==> src/rtl/udiv_pkg.sv <==
package udiv_pkg;

    localparam int unsigned DEF_W = 16;

    typedef enum logic [1:0] {
        ST_IDLE  = 2'd0,
        ST_SETUP = 2'd1,
        ST_RUN   = 2'd2,
        ST_DONE  = 2'd3
    } udiv_state_e;

endpackage

==> src/rtl/udiv_ovf_detect.sv <==
module udiv_ovf_detect #(
    parameter int unsigned W = udiv_pkg::DEF_W
) (
    input  logic [W-1:0] upper,
    input  logic [W-1:0] divisor,
    output logic         too_big
);
    // Full-width unsigned compare; a zero divisor always satisfies it.
    always_comb begin
        too_big = (divisor <= upper);
    end
endmodule

==> src/rtl/udiv_ctrl.sv <==
module udiv_ctrl
    import udiv_pkg::*;
#(
    parameter int unsigned W = DEF_W
) (
    input  logic clk,
    input  logic rst_n,
    input  logic start,
    input  logic ovf_hit,
    output logic busy,
    output logic done,
    output logic load_ops,
    output logic step_en,
    output logic fin_ovf,
    output logic fin_div
);
    localparam int unsigned CW = (W > 1) ? $clog2(W) : 1;
    localparam logic [CW-1:0] LAST = CW'(W - 1);

    udiv_state_e state_q, state_d;
    logic [CW-1:0] cnt_q;
    logic          last_step;

    assign last_step = (cnt_q == LAST);

    always_comb begin
        state_d = state_q;
        unique case (state_q)
            ST_IDLE:  if (start) state_d = ST_SETUP;
            ST_SETUP: state_d = ovf_hit ? ST_DONE : ST_RUN;
            ST_RUN:   if (last_step) state_d = ST_DONE;
            ST_DONE:  state_d = start ? ST_SETUP : ST_IDLE;
            default:  state_d = ST_IDLE;
        endcase
    end

    always_ff @(posedge clk or negedge rst_n) begin
        if (!rst_n) state_q <= ST_IDLE;
        else        state_q <= state_d;
    end

    always_ff @(posedge clk or negedge rst_n) begin
        if (!rst_n)                 cnt_q <= '0;
        else if (state_q != ST_RUN) cnt_q <= '0;
        else                        cnt_q <= cnt_q + 1'b1;
    end

    always_comb begin
        busy     = 1'b0;
        done     = 1'b0;
        load_ops = 1'b0;
        step_en  = 1'b0;
        fin_ovf  = 1'b0;
        fin_div  = 1'b0;
        unique case (state_q)
            ST_IDLE:  load_ops = start;
            ST_SETUP: begin
                busy    = 1'b1;
                fin_ovf = ovf_hit;
            end
            ST_RUN: begin
                busy    = 1'b1;
                step_en = 1'b1;
                fin_div = last_step;
            end
            ST_DONE: begin
                done     = 1'b1;
                load_ops = start;
            end
            default: ;
        endcase
    end
endmodule

==> src/rtl/udiv_core.sv <==
module udiv_core #(
    parameter int unsigned W = udiv_pkg::DEF_W
) (
    input  logic         clk,
    input  logic         rst_n,
    input  logic         load_ops,
    input  logic         step_en,
    input  logic         fin_ovf,
    input  logic         fin_div,
    input  logic [W-1:0] hi_in,
    input  logic [W-1:0] lo_in,
    input  logic [W-1:0] dvsr_in,
    output logic [W-1:0] cur_hi,
    output logic [W-1:0] cur_dv,
    output logic [W-1:0] res_hi,
    output logic [W-1:0] res_lo,
    output logic         res_ovf
);
    logic [W-1:0] rem_q, quo_q, dv_q;
    logic [W:0]   shl, diff;
    logic         ge;
    logic [W-1:0] rem_n, quo_n;

    // One restoring step: shift in the next dividend bit, subtract if it fits.
    always_comb begin
        shl   = {rem_q, quo_q[W-1]};
        diff  = shl - {1'b0, dv_q};
        ge    = (shl >= {1'b0, dv_q});
        rem_n = ge ? diff[W-1:0] : shl[W-1:0];
        quo_n = {quo_q[W-2:0], ge};
    end

    always_ff @(posedge clk or negedge rst_n) begin
        if (!rst_n) begin
            rem_q <= '0;
            quo_q <= '0;
            dv_q  <= '0;
        end else if (load_ops) begin
            rem_q <= hi_in;
            quo_q <= lo_in;
            dv_q  <= dvsr_in;
        end else if (step_en) begin
            rem_q <= rem_n;
            quo_q <= quo_n;
        end
    end

    always_ff @(posedge clk or negedge rst_n) begin
        if (!rst_n) begin
            res_hi  <= '0;
            res_lo  <= '0;
            res_ovf <= 1'b0;
        end else if (fin_ovf) begin
            res_hi  <= '1;
            res_lo  <= '1;
            res_ovf <= 1'b1;
        end else if (fin_div) begin
            res_hi  <= rem_n;
            res_lo  <= quo_n;
            res_ovf <= 1'b0;
        end
    end

    assign cur_hi = rem_q;
    assign cur_dv = dv_q;
endmodule

==> src/rtl/udiv_long.sv <==
module udiv_long #(
    parameter int unsigned W = udiv_pkg::DEF_W
) (
    input  logic         clk,
    input  logic         rst_n,
    input  logic         start,
    input  logic [W-1:0] hi_in,
    input  logic [W-1:0] lo_in,
    input  logic [W-1:0] dvsr_in,
    output logic         busy,
    output logic         done,
    output logic [W-1:0] hi_out,
    output logic [W-1:0] lo_out,
    output logic         ovf
);
    logic         load_ops, step_en, fin_ovf, fin_div, ovf_hit;
    logic [W-1:0] cur_hi, cur_dv;

    udiv_ctrl #(.W(W)) u_ctrl (
        .clk      (clk),
        .rst_n    (rst_n),
        .start    (start),
        .ovf_hit  (ovf_hit),
        .busy     (busy),
        .done     (done),
        .load_ops (load_ops),
        .step_en  (step_en),
        .fin_ovf  (fin_ovf),
        .fin_div  (fin_div)
    );

    udiv_ovf_detect #(.W(W)) u_ovf (
        .upper   (cur_hi),
        .divisor (cur_dv),
        .too_big (ovf_hit)
    );

    udiv_core #(.W(W)) u_core (
        .clk      (clk),
        .rst_n    (rst_n),
        .load_ops (load_ops),
        .step_en  (step_en),
        .fin_ovf  (fin_ovf),
        .fin_div  (fin_div),
        .hi_in    (hi_in),
        .lo_in    (lo_in),
        .dvsr_in  (dvsr_in),
        .cur_hi   (cur_hi),
        .cur_dv   (cur_dv),
        .res_hi   (hi_out),
        .res_lo   (lo_out),
        .res_ovf  (ovf)
    );
endmodule

==> config.mk <==
export PLATFORM = sky130hd
export DESIGN_NAME = udiv_long
export DESIGN_NICKNAME = d
export VERILOG_FILES = /design/src/rtl/udiv_pkg.sv /design/src/rtl/udiv_ovf_detect.sv /design/src/rtl/udiv_ctrl.sv /design/src/rtl/udiv_core.sv /design/src/rtl/udiv_long.sv
export SDC_FILE = /design/constraint.sdc
export NUM_CORES = 1
export LEC_CHECK = 0
export CAP_MARGIN = 20
export CORE_MARGIN = 8
export CORE_UTILIZATION = 35
export CTS_CLUSTER_SIZE = 28
export DETAILED_ROUTE_END_ITERATION = 7
export DONT_BUFFER_PORTS = 1
export PLACE_DENSITY = 0.5
export SYNTH_ARGS = -nofsm -noshare
export SYNTH_HDL_FRONTEND = slang
export SYNTH_HIERARCHICAL = 1
export SYNTH_SLANG_ARGS = --single-unit
==> constraint.sdc <==
create_clock -name clk -period 2.9 [get_ports clk]
set_input_delay 0.58 -clock clk [delete_from_list [all_inputs] [get_ports clk]]
set_output_delay 0.58 -clock clk [all_outputs]
set_load 0.01 [all_outputs]
Yosys cells after proc, flatten, opt, wreduce, memory -nomap -nowiden
Cells that the tools add are included.
- output and inout bits: 35
- memories kept: 0
- memory bits (writable): 0
- flip-flop bits (word level): 87
- bits of input ports: 51
- bits in read-only memories: 0
- latch bits: 0
- equal/unequal tests: 7
- bitwise logic cells: 0
- divide/modulo/power cells: 0
- reductions and logical operators: 6
- $add $sub $neg: 2
- multipliers: 0
- muxes and demuxes: 23
- $lt $le $gt $ge: 2
- shift-type cells: 0
- operator list (kind ; number):
    two-way mux 16 bit ; 9
    greater-or-equal comparator 17 x 16 -> 1 bit ; 1
    <= comparator 16 bit ; 1
    subtractor 16 bit ; 1
    two-way mux 1 bit ; 10
    case mux 2 bit (4 select lines) ; 1
    adder 4 x 1 -> 4 bit (second input constant) ; 1
    equality test 2 bit (second input constant) ; 2
    equality test 4 bit (second input constant) ; 1
    two-way mux 2 bit ; 2
    two-way mux 4 bit ; 1
    inequality test 2 bit (second input constant) ; 2
    nonzero test 2 bit ; 2
    OR reduction 2 bit ; 2
    equality test 2 x 1 -> 1 bit (second input constant) ; 1
    zero test 2 bit ; 1
    inequality test 2 x 1 -> 1 bit (second input constant) ; 1
    AND reduction 2 bit ; 1

Logic depth before layout (Yosys ltp)
Gate-level depths: netlist of the first run.
- depth after elaboration: 4
- mapped depth: 13
- depth with buffers taken out: 11

By module
The synthesis of the first run kept the hierarchy.
- by module, submodules not included (module ; times used ; area an instance (sq um) ; cells an instance ; seq. area each (sq um)):
    udiv_core ; 1 ; 4580.6 ; 495 ; 2026.9
    udiv_ovf_detect ; 1 ; 410.4 ; 56 ; 0.0
    udiv_ctrl ; 1 ; 350.3 ; 31 ; 150.1

Worst setup path after synthesis of the first run
Ideal clock, no wire load.
- path type: register to register
- from: reg u_core.rem_q[5] (netlist: u_core/cur_hi[5])
- to: reg u_core.rem_q[2] (netlist: u_core/cur_hi[2])
- path buffers: 2
- arrival time: 2.695 ns
- cell stages (with the launch flop): 10
- required time: 2.774 ns
- period minus slack after synthesis: 2.821 ns
- slack: 0.079 ns
- cells stage by stage: dfrtp_1 > ha_1 > buf_6 > a21o_1 > o311a_1 > o31a_1 > or3_1 > buf_6 > mux2_4 > a221o_1
- longest elaborated chain between the ends: 4
- ends and longest elaborated chain (what ; line ; text):
    start: declaration ; udiv_core.sv:19 ; logic [W-1:0] rem_q, quo_q, dv_q;
    start signal: assignment ; udiv_core.sv:39 ; rem_q <= hi_in;
    start signal: assignment ; udiv_core.sv:43 ; rem_q <= rem_n;
    greater-or-equal comparator 17 x 16 -> 1 bit ; udiv_core.sv:28 ; ge = (shl >= {1'b0, dv_q});
    two-way mux 16 bit ; udiv_core.sv:29 ; rem_n = ge ? diff[W-1:0] : shl[W-1:0];
    two-way mux 16 bit ; udiv_core.sv:42 ; end else if (step_en) begin
    two-way mux 16 bit ; udiv_core.sv:38 ; end else if (load_ops) begin
No other way between the ends. The select of a mux whose other input is x is not followed.
A chain may end at the register's enable or synchronous reset.

Final worst setup path of the first run
- from: reg u_core.rem_q[9] (netlist: u_core/cur_hi[9])
- to: reg u_core.res_hi[15]
- elaborated cells between the ends (all ways): 8
- RTL lines (what ; line ; text):
    <= comparator 16 bit (*) ; udiv_ovf_detect.sv:10 ; too_big = (divisor <= upper);
    named net ovf_hit ; udiv_long.sv:16 ; logic load_ops, step_en, fin_ovf, fin_div, ovf_hit;
    two-way mux 1 bit (*) ; udiv_ctrl.sv:55 ; unique case (state_q)
    named net fin_ovf ; udiv_long.sv:16 ;
    two-way mux 16 bit or nonzero test 2 bit (tied branches) ; -- ;
    end signal: assignment ; udiv_core.sv:58 ; res_hi <= rem_n;
    end: declaration ; udiv_core.sv:15 ; output logic [W-1:0] res_hi,
Mark *: on every way through the listed nets, which the timed path passes. The rest lies on a longest branch. The select of a mux whose other input is x is not followed.

==> results.ini, run 1 <==
[floorplanning]
fp.dieH_um=140
rows=45
io_pins=86
die_w_um=140
initial_core_util=0.355
die_area_mm2=0.0195
core_area_mm2=0.0150

[clock_network]
clk_latency_ns=0.35
cts_tree=done
cts.clk_slew.worst_paths_ns=0.07
cts_made_buffers=9
clockBufferDepth=2
cts.sinks=87
cts_max_level=3
cts-root-buf=clkbuf_16

[sta]
slew_violations=0
maxSlewHeadroom=0.348
fin_crit_sh=0.958
setup_ws_ns=0.122
fmax_ghz=0.360
min_period_ns=2.78
fin_worst_skew_ns=0.00841
setup_viol=0
hold_viol=0
worst_pin_slew_ns=0.976

[yosys]
synth_edf_count=0
syn-num-nets=672
async_flop_share=1.00
syn_inst=582
synth_ff_type=dfrtp_1
ys_ff_latch=87
syn-mean-instance-area_um2=9.18
yosysWarnings=6
syn_area_mm2=0.00534
ys_types=57
yosysSeqAreaShare=0.408

[routing]
remaining_drc_errors=0
vias=4453
post_drt_wl_per_cell_um=20.9
drt_iter0_drc=264
dr.pass1.iters=4
wirelength_mm=16.8
postRouteAntennaNets=0
via_per_inst=5.55

[place]
routabilityCongestion=0.869
post_dp_cell_area_mm2=0.00578
io_buffer_count=0
dpl.hpwl_mm=12.8
place_ws_ns=-0.328

[global_routing]
grt.overflow.total=0
track_usage=0.175
grt_max_degree=88
antenna_found_initial=0
grt_pass1_wl_mm=26.8
grt_pass1_vias=4686

[setup_path]
r2r_start=u_core/cur_hi[9]
reg2reg_depth=12
path_cells=inv_1 > ha_1 > nand4_1 > nor4_2 > a21boi_2 > o31ai_2 > and2_2 > buf_4 > nand2b_1 > buf_4 > o32ai_1 > nor2_1
worst_setup_path_end_kind=flop
cpMaxStageDelayCell=dfrtp_2
cp.arrival_ns=3.01
r2r-end=u_core/res_hi[15]
crit_path_max_fanout=5
cpMostUsedCell=buf_4
r2r_slack_ns=0.12
required_ns=3.13
cpPeakStageDelay_ns=0.47
critPathLaunchType=flop
criticalPathCategory=flop to flop

[layout]
final_cell_area_mm2=0.00621
insertedDiodeCount=0
fin_util=0.413
nets=700
fillers=1494
drive_above_1_share=0.166
syn_to_final_growth_pct=16.2

[run]
max_cap_viol_count=0

[power_and_ir_drop]
vdd_drop_max_uv=503
leakage_nw=2.64
power_density_mw_per_mm2=1460
power_mw=9.08

[worst_hold_path]
worstHoldPathType=primary input to async pin

[run_status]
outcome=complete, no violations

-- state kept, by name (all words and copies together), names as in the netlist --
signal          flops
u_core/quo_q       16
u_core/res_hi      16
u_ctrl/state_q      2
u_core/res_ovf      1
u_core/cur_hi      16
u_core/cur_dv      16
u_ctrl/cnt_q        4
u_core/res_lo      16
-- through the flow --
step / hold WS (ns) / setup TNS [ns] / cells
floorplan: 0.284 / 0 / 582
global placement: 0.289 / -3.14 / 780
detailed placement: 0.289 / -2.34 / 780
CTS: 0.159 / 0 / 797
global route: 0.159 / -0.0124 / 803
finish: 0.101 / 0 / 803
-- logic make-up (layout without fill, tap and decap cells) --
group           count (synthesis)  count (layout)  share of synthesized area
compound gates                158             158                      0.197
xor+xnor                       14              14                     0.0230
fa+ha+maj                      39              39                     0.0928
buf+inv                        81             114                     0.0607
flops                          87              87                      0.408
mux                            29              29                     0.0557
simple gates                  174             174                      0.164
-- power by group --
group	internal, mW	leakage, nW	switching (mW)	total (mW)
registers	1.60	0.951	0.293	1.89
clock network	0.617	0.134	0.540	1.16
logic	2.49	1.56	3.54	6.03
total	4.71	2.64	4.38	9.08
-- how the worst max path moves through the flow --
stage	startpoint	end	slack (ns)	depth (start not counted)
floorplan	u_core/cur_hi[5]	u_core/cur_hi[2]	0.08	9
global placement	u_core/cur_hi[11]	u_core/res_hi[13]	-0.40	9
detailed placement	u_core/cur_hi[11]	u_core/cur_hi[13]	-0.33	9
CTS	u_core/cur_hi[11]	u_core/cur_hi[2]	0.04	8
global route	u_core/cur_hi[9]	u_core/res_hi[15]	-0.005	12
finish	u_core/cur_hi[9]	u_core/res_hi[15]	0.12	12
-- area by class of cell --
| class | count | area [um2] | share of cell area |
|---|---|---|---|
| multi-input combinational | 414 | 2910 | 0.468 |
| sequential | 87 | 2180 | 0.351 |
| timing repair buffer | 55 | 433 | 0.0697 |
| clock buffer | 10 | 239 | 0.0385 |
| tap | 188 | 235 | 0.0379 |
| inverter | 43 | 161 | 0.0260 |
| clock inverter | 6 | 51.3 | 0.00826 |
-- layout by cell type, fill, tap and decap left out, types with 3 or more instances in the layout --
cell type	instances
nor3b_1	10
nor4_1	13
ha_1	32
nand2b_1	6
nand2_1	47
xor2_1	13
nor4_2	3
a211o_1	18
clkinvlp_4	3
o21ai_0	48
nor2_1	41
inv_1	43
a311oi_1	9
a211oi_1	3
o22ai_1	4
mux2i_1	26
ha_2	5
a21oi_1	37
clkbuf_16	9
nor2b_1	3
nand3_1	7
dfrtp_2	3
buf_4	54
and2_1	17
a221o_1	9
nand4_1	5
dfrtp_1	84
nor3_1	11
a21o_1	5
-- layer usage --
layer | track usage | routed length (um) | vias to the layer above
li1 | - | - | 2125
met1 | 0.224 | 7630 | 2198
met2 | 0.285 | 7900 | 115
met3 | 0.0462 | 982 | 15
met4 | 0.0469 | 245 | 0
met5 | 0 | 0 | -
-- synthesized netlist by cell type (2+ instances only) --
library cell,instances,share of area
a221o_1,9,0.017
xor2_1,13,0.021
nand2b_1,6,0.0070
clkbuf_1,29,0.020
o22ai_1,4,0.0047
nand4_1,5,0.0059
mux2i_1,26,0.049
o31ai_1,2,0.0028
nand2_1,47,0.033
inv_1,43,0.030
o31a_1,2,0.0033
o21a_1,2,0.0028
dfrtp_1,87,0.41
nor3_1,11,0.010
nor3b_1,10,0.014
buf_6,2,0.0042
a211oi_1,3,0.0042
or3_1,3,0.0035
nand3_1,7,0.0066
a21o_1,5,0.0070
a21oi_1,38,0.036
nor2b_1,4,0.0047
o21bai_1,2,0.0028
and2_1,18,0.021
or2_2,3,0.0035
a311oi_1,9,0.015
a211o_1,18,0.030
nor2_1,41,0.029
buf_1,3,0.0021
o21ai_0,49,0.046
nor4_1,15,0.018
ha_1,38,0.089
buf_2,4,0.0037
-- what timing repair did --
action | 4_1_cts | 5_1_grt
resized for setup | 4 | 14
setup buffers | 0 | 6
hold buffers | 1 | 0
setup endpoints to repair | 21 | 30
pin swaps | 0 | 4
hold endpoints to repair | 87 | 0
-- worst max-delay path: cells and delay by family (launching register included) --
family          cells  cell delay (ns)
compound gates      3             0.53
fa+ha+maj           1             0.30
buf+inv             3             0.40
flops               1             0.47
simple gates        5             0.97
Power figures use the tool's default switching activity.
==> run 2, diff against run 1 <==
PLACE_DENSITY = 0.48   (was 0.5)
clock period = 3.5 ns   (was 2.9 ns; I/O delays follow)
==> run 2 against run 1 <==
Cell count shrank 5.1%. Sequential share of layout area grew 2.2 points. Register-to-register slack gained 0.23 ns. Via count shrank 3.1%. Global-route usage shrank 0.83 points.
==> results.ini, run 2 (same netlist as run 1, synthesis figures left out) <==
[power_and_ir_drop]
vdd_drop_max_uv=489  ; -2.9%
power_density_mw_per_mm2=1190  ; -19%
leakage_nw=2.46  ; -6.9%

[sta]
fin_worst_skew_ns=0.00518  ; -0.00323 ns
rsz0062_at_grt=no
worst_pin_slew_ns=0.873  ; -0.103 ns
min_period_ns=3.15  ; +0.371 ns
whs_ns=0.0475  ; -0.0531 ns
fin_crit_sh=0.900  ; -0.0582
fmax_ghz=0.318  ; -12%
setup_viol=0  ; unchanged
slew_violations=0  ; unchanged
finalSetupTns_ns=0  ; unchanged
hold_viol=0  ; unchanged
maxSlewHeadroom=0.417  ; +0.0694

[setup_path]
cpPeakStageDelay_ns=0.56  ; +0.09 ns
crit_path_max_fanout=10  ; +5
required_ns=3.73  ; +0.60 ns
cpMaxStageDelayCell=a2111oi_0
criticalPathCategory=flop to flop
cpMostUsedCell=buf_4
cp.arrival_ns=3.38  ; +0.37 ns
worst_setup_path_end_kind=flop
path_cells=ha_1 > nand4_1 > nor4_1 > o21bai_1 > a21boi_1 > buf_4 > nor3_1 > a2111oi_0 > buf_4 > o21ai_0
critPathLaunchType=flop

[routing]
vias=4314  ; -3.1%
via_per_inst=5.66  ; +2.1%
wl_met2_mm=7.13  ; -9.8%
dr.pass1.iters=4  ; unchanged
highest_layer=met5
postRouteAntennaNets=0  ; unchanged
remaining_drc_errors=0  ; unchanged
dr_wl_met3_mm=1.33  ; +36%
wl_met1_mm=7.48  ; -2.0%
wirelength_mm=16.2  ; -3.6%
drt_iter0_drc=239  ; -9.5%
post_drt_wl_per_cell_um=21.2  ; +1.6%

[clock_network]
post_cts.repair.setup_buffers=0  ; unchanged
clockBufferDepth=2  ; unchanged
cts.clk_slew.worst_paths_ns=0.07  ; about the same
clk_latency_ns=0.35  ; about the same
cts-root-buf=clkbuf_16
cts_max_level=3  ; unchanged
cts_tree=done
ctsResizeCount=0  ; -4
hold_buffers=0  ; -1
cts_made_buffers=9  ; unchanged
cts.sinks=87  ; unchanged

[place]
post_dp_cell_area_mm2=0.00553  ; -4.3%
routabilityCongestion=0.865  ; -0.40%
dpl.hpwl_mm=11.8  ; -7.7%
io_buffer_count=0  ; unchanged
dpl.cell_count=746  ; -4.4%

[layout]
fillers=1479  ; -1.0%
seqCellArea_mm2=0.00218  ; -0.17%
nets=659  ; -5.9%
multi_input_area_mm2=0.00285  ; -2.0%
drive_above_1_share=0.0801  ; -0.0857
layout_common_cells=87 x dfrtp_1, 49 x o21ai_0, 47 x nand2_1
layout.cells.non_filler=762  ; -5.1%
final_common_cell=dfrtp_1
final_cell_area_mm2=0.00584  ; -6.0%
fin_util=0.388  ; -0.0246
insertedDiodeCount=0  ; unchanged
syn_to_final_growth_pct=9.30

[global_routing]
grt.overflow.total=0  ; unchanged
grt_pass1_wl_mm=25.4  ; -5.2%
track_usage=0.166  ; -0.00829
grt_max_degree=88  ; unchanged
antenna_found_initial=1  ; +1
grt_pass1_vias=4271  ; -8.9%

[floorplanning]
die_area_mm2=0.0195  ; unchanged
initial_core_util=0.355  ; unchanged
die_w_um=140  ; unchanged
core_area_mm2=0.0150  ; unchanged
io_pins=86  ; unchanged
fp.dieH_um=140  ; unchanged
rows=45  ; unchanged

[run_status]
outcome=complete, no violations

[worst_hold_path]
worstHoldPathType=primary input to async pin

[run]
max_cap_viol_count=0  ; unchanged

run 2: cell count changes in the layout (fill, tap and decap cells not counted), sizes merged:
| cell | previous run | this run |
|---|---|---|
| inv | 46 | 45 |
| clkinv | 0 | 3 |
| bufinv | 0 | 1 |
| buf | 55 | 14 |
| clkinvlp | 3 | 0 |
run 2: area by class of cell:
type                            count  area share
Inverter                           43      0.0276
Timing Repair Buffer               14      0.0186
Multi-Input combinational cell    414       0.488
Clock buffer                       10      0.0409
Sequential cell                    87       0.373
Clock inverter                      6      0.0114
Tap cell                          188      0.0403
run 2: final timing paths:
kind                             startpoint                 to  slack (ns)  cells after the start
setup / recovery           u_core/cur_hi[8]  u_core/cur_hi[13]        0.35                     10
setup reg to reg           u_core/cur_hi[8]  u_core/cur_hi[13]        0.35                     10
hold reg to reg             u_ctrl/cnt_q[0]    u_ctrl/cnt_q[0]        0.45                      1
min in group clk            u_ctrl/cnt_q[0]    u_ctrl/cnt_q[0]        0.45                      1
hold / removal                        rst_n   u_core/cur_hi[2]        0.05                      0
max in group asynchronous             rst_n  u_core/cur_dv[13]        3.33                      0
run 2: critical path: cells and delay by family (launching register included):
family                     cells  cell delay [ns]
and+or+nand+nor                3             0.69
DFF                            1             0.45
AOI/OAI and AO/OA              4             0.96
adders and majority gates      1             0.50
buffers and inverters          2             0.42
run 2: power by group:
part / switching, mW / total (mW) / internal [mW]
clock network: 0.432 / 1.01 / 0.577
registers: 0.291 / 1.61 / 1.32
logic: 2.68 / 4.32 / 1.64
total: 3.40 / 6.94 / 3.54
run 2: per-layer routing:
layer	GRT usage	up-vias
met5	0	-
met4	0.0406	2
met3	0.0633	16
met2	0.249	130
met1	0.222	2117
li1	-	2049
run 2: metrics by stage:
stage                     power, mW  setup slack [ns]
final                          6.94             0.352
after floorplan                4.68             0.679
after global routing           7.49             0.151
after global placement         5.91             0.346
after detailed placement       5.91             0.383
after CTS                      6.96             0.375
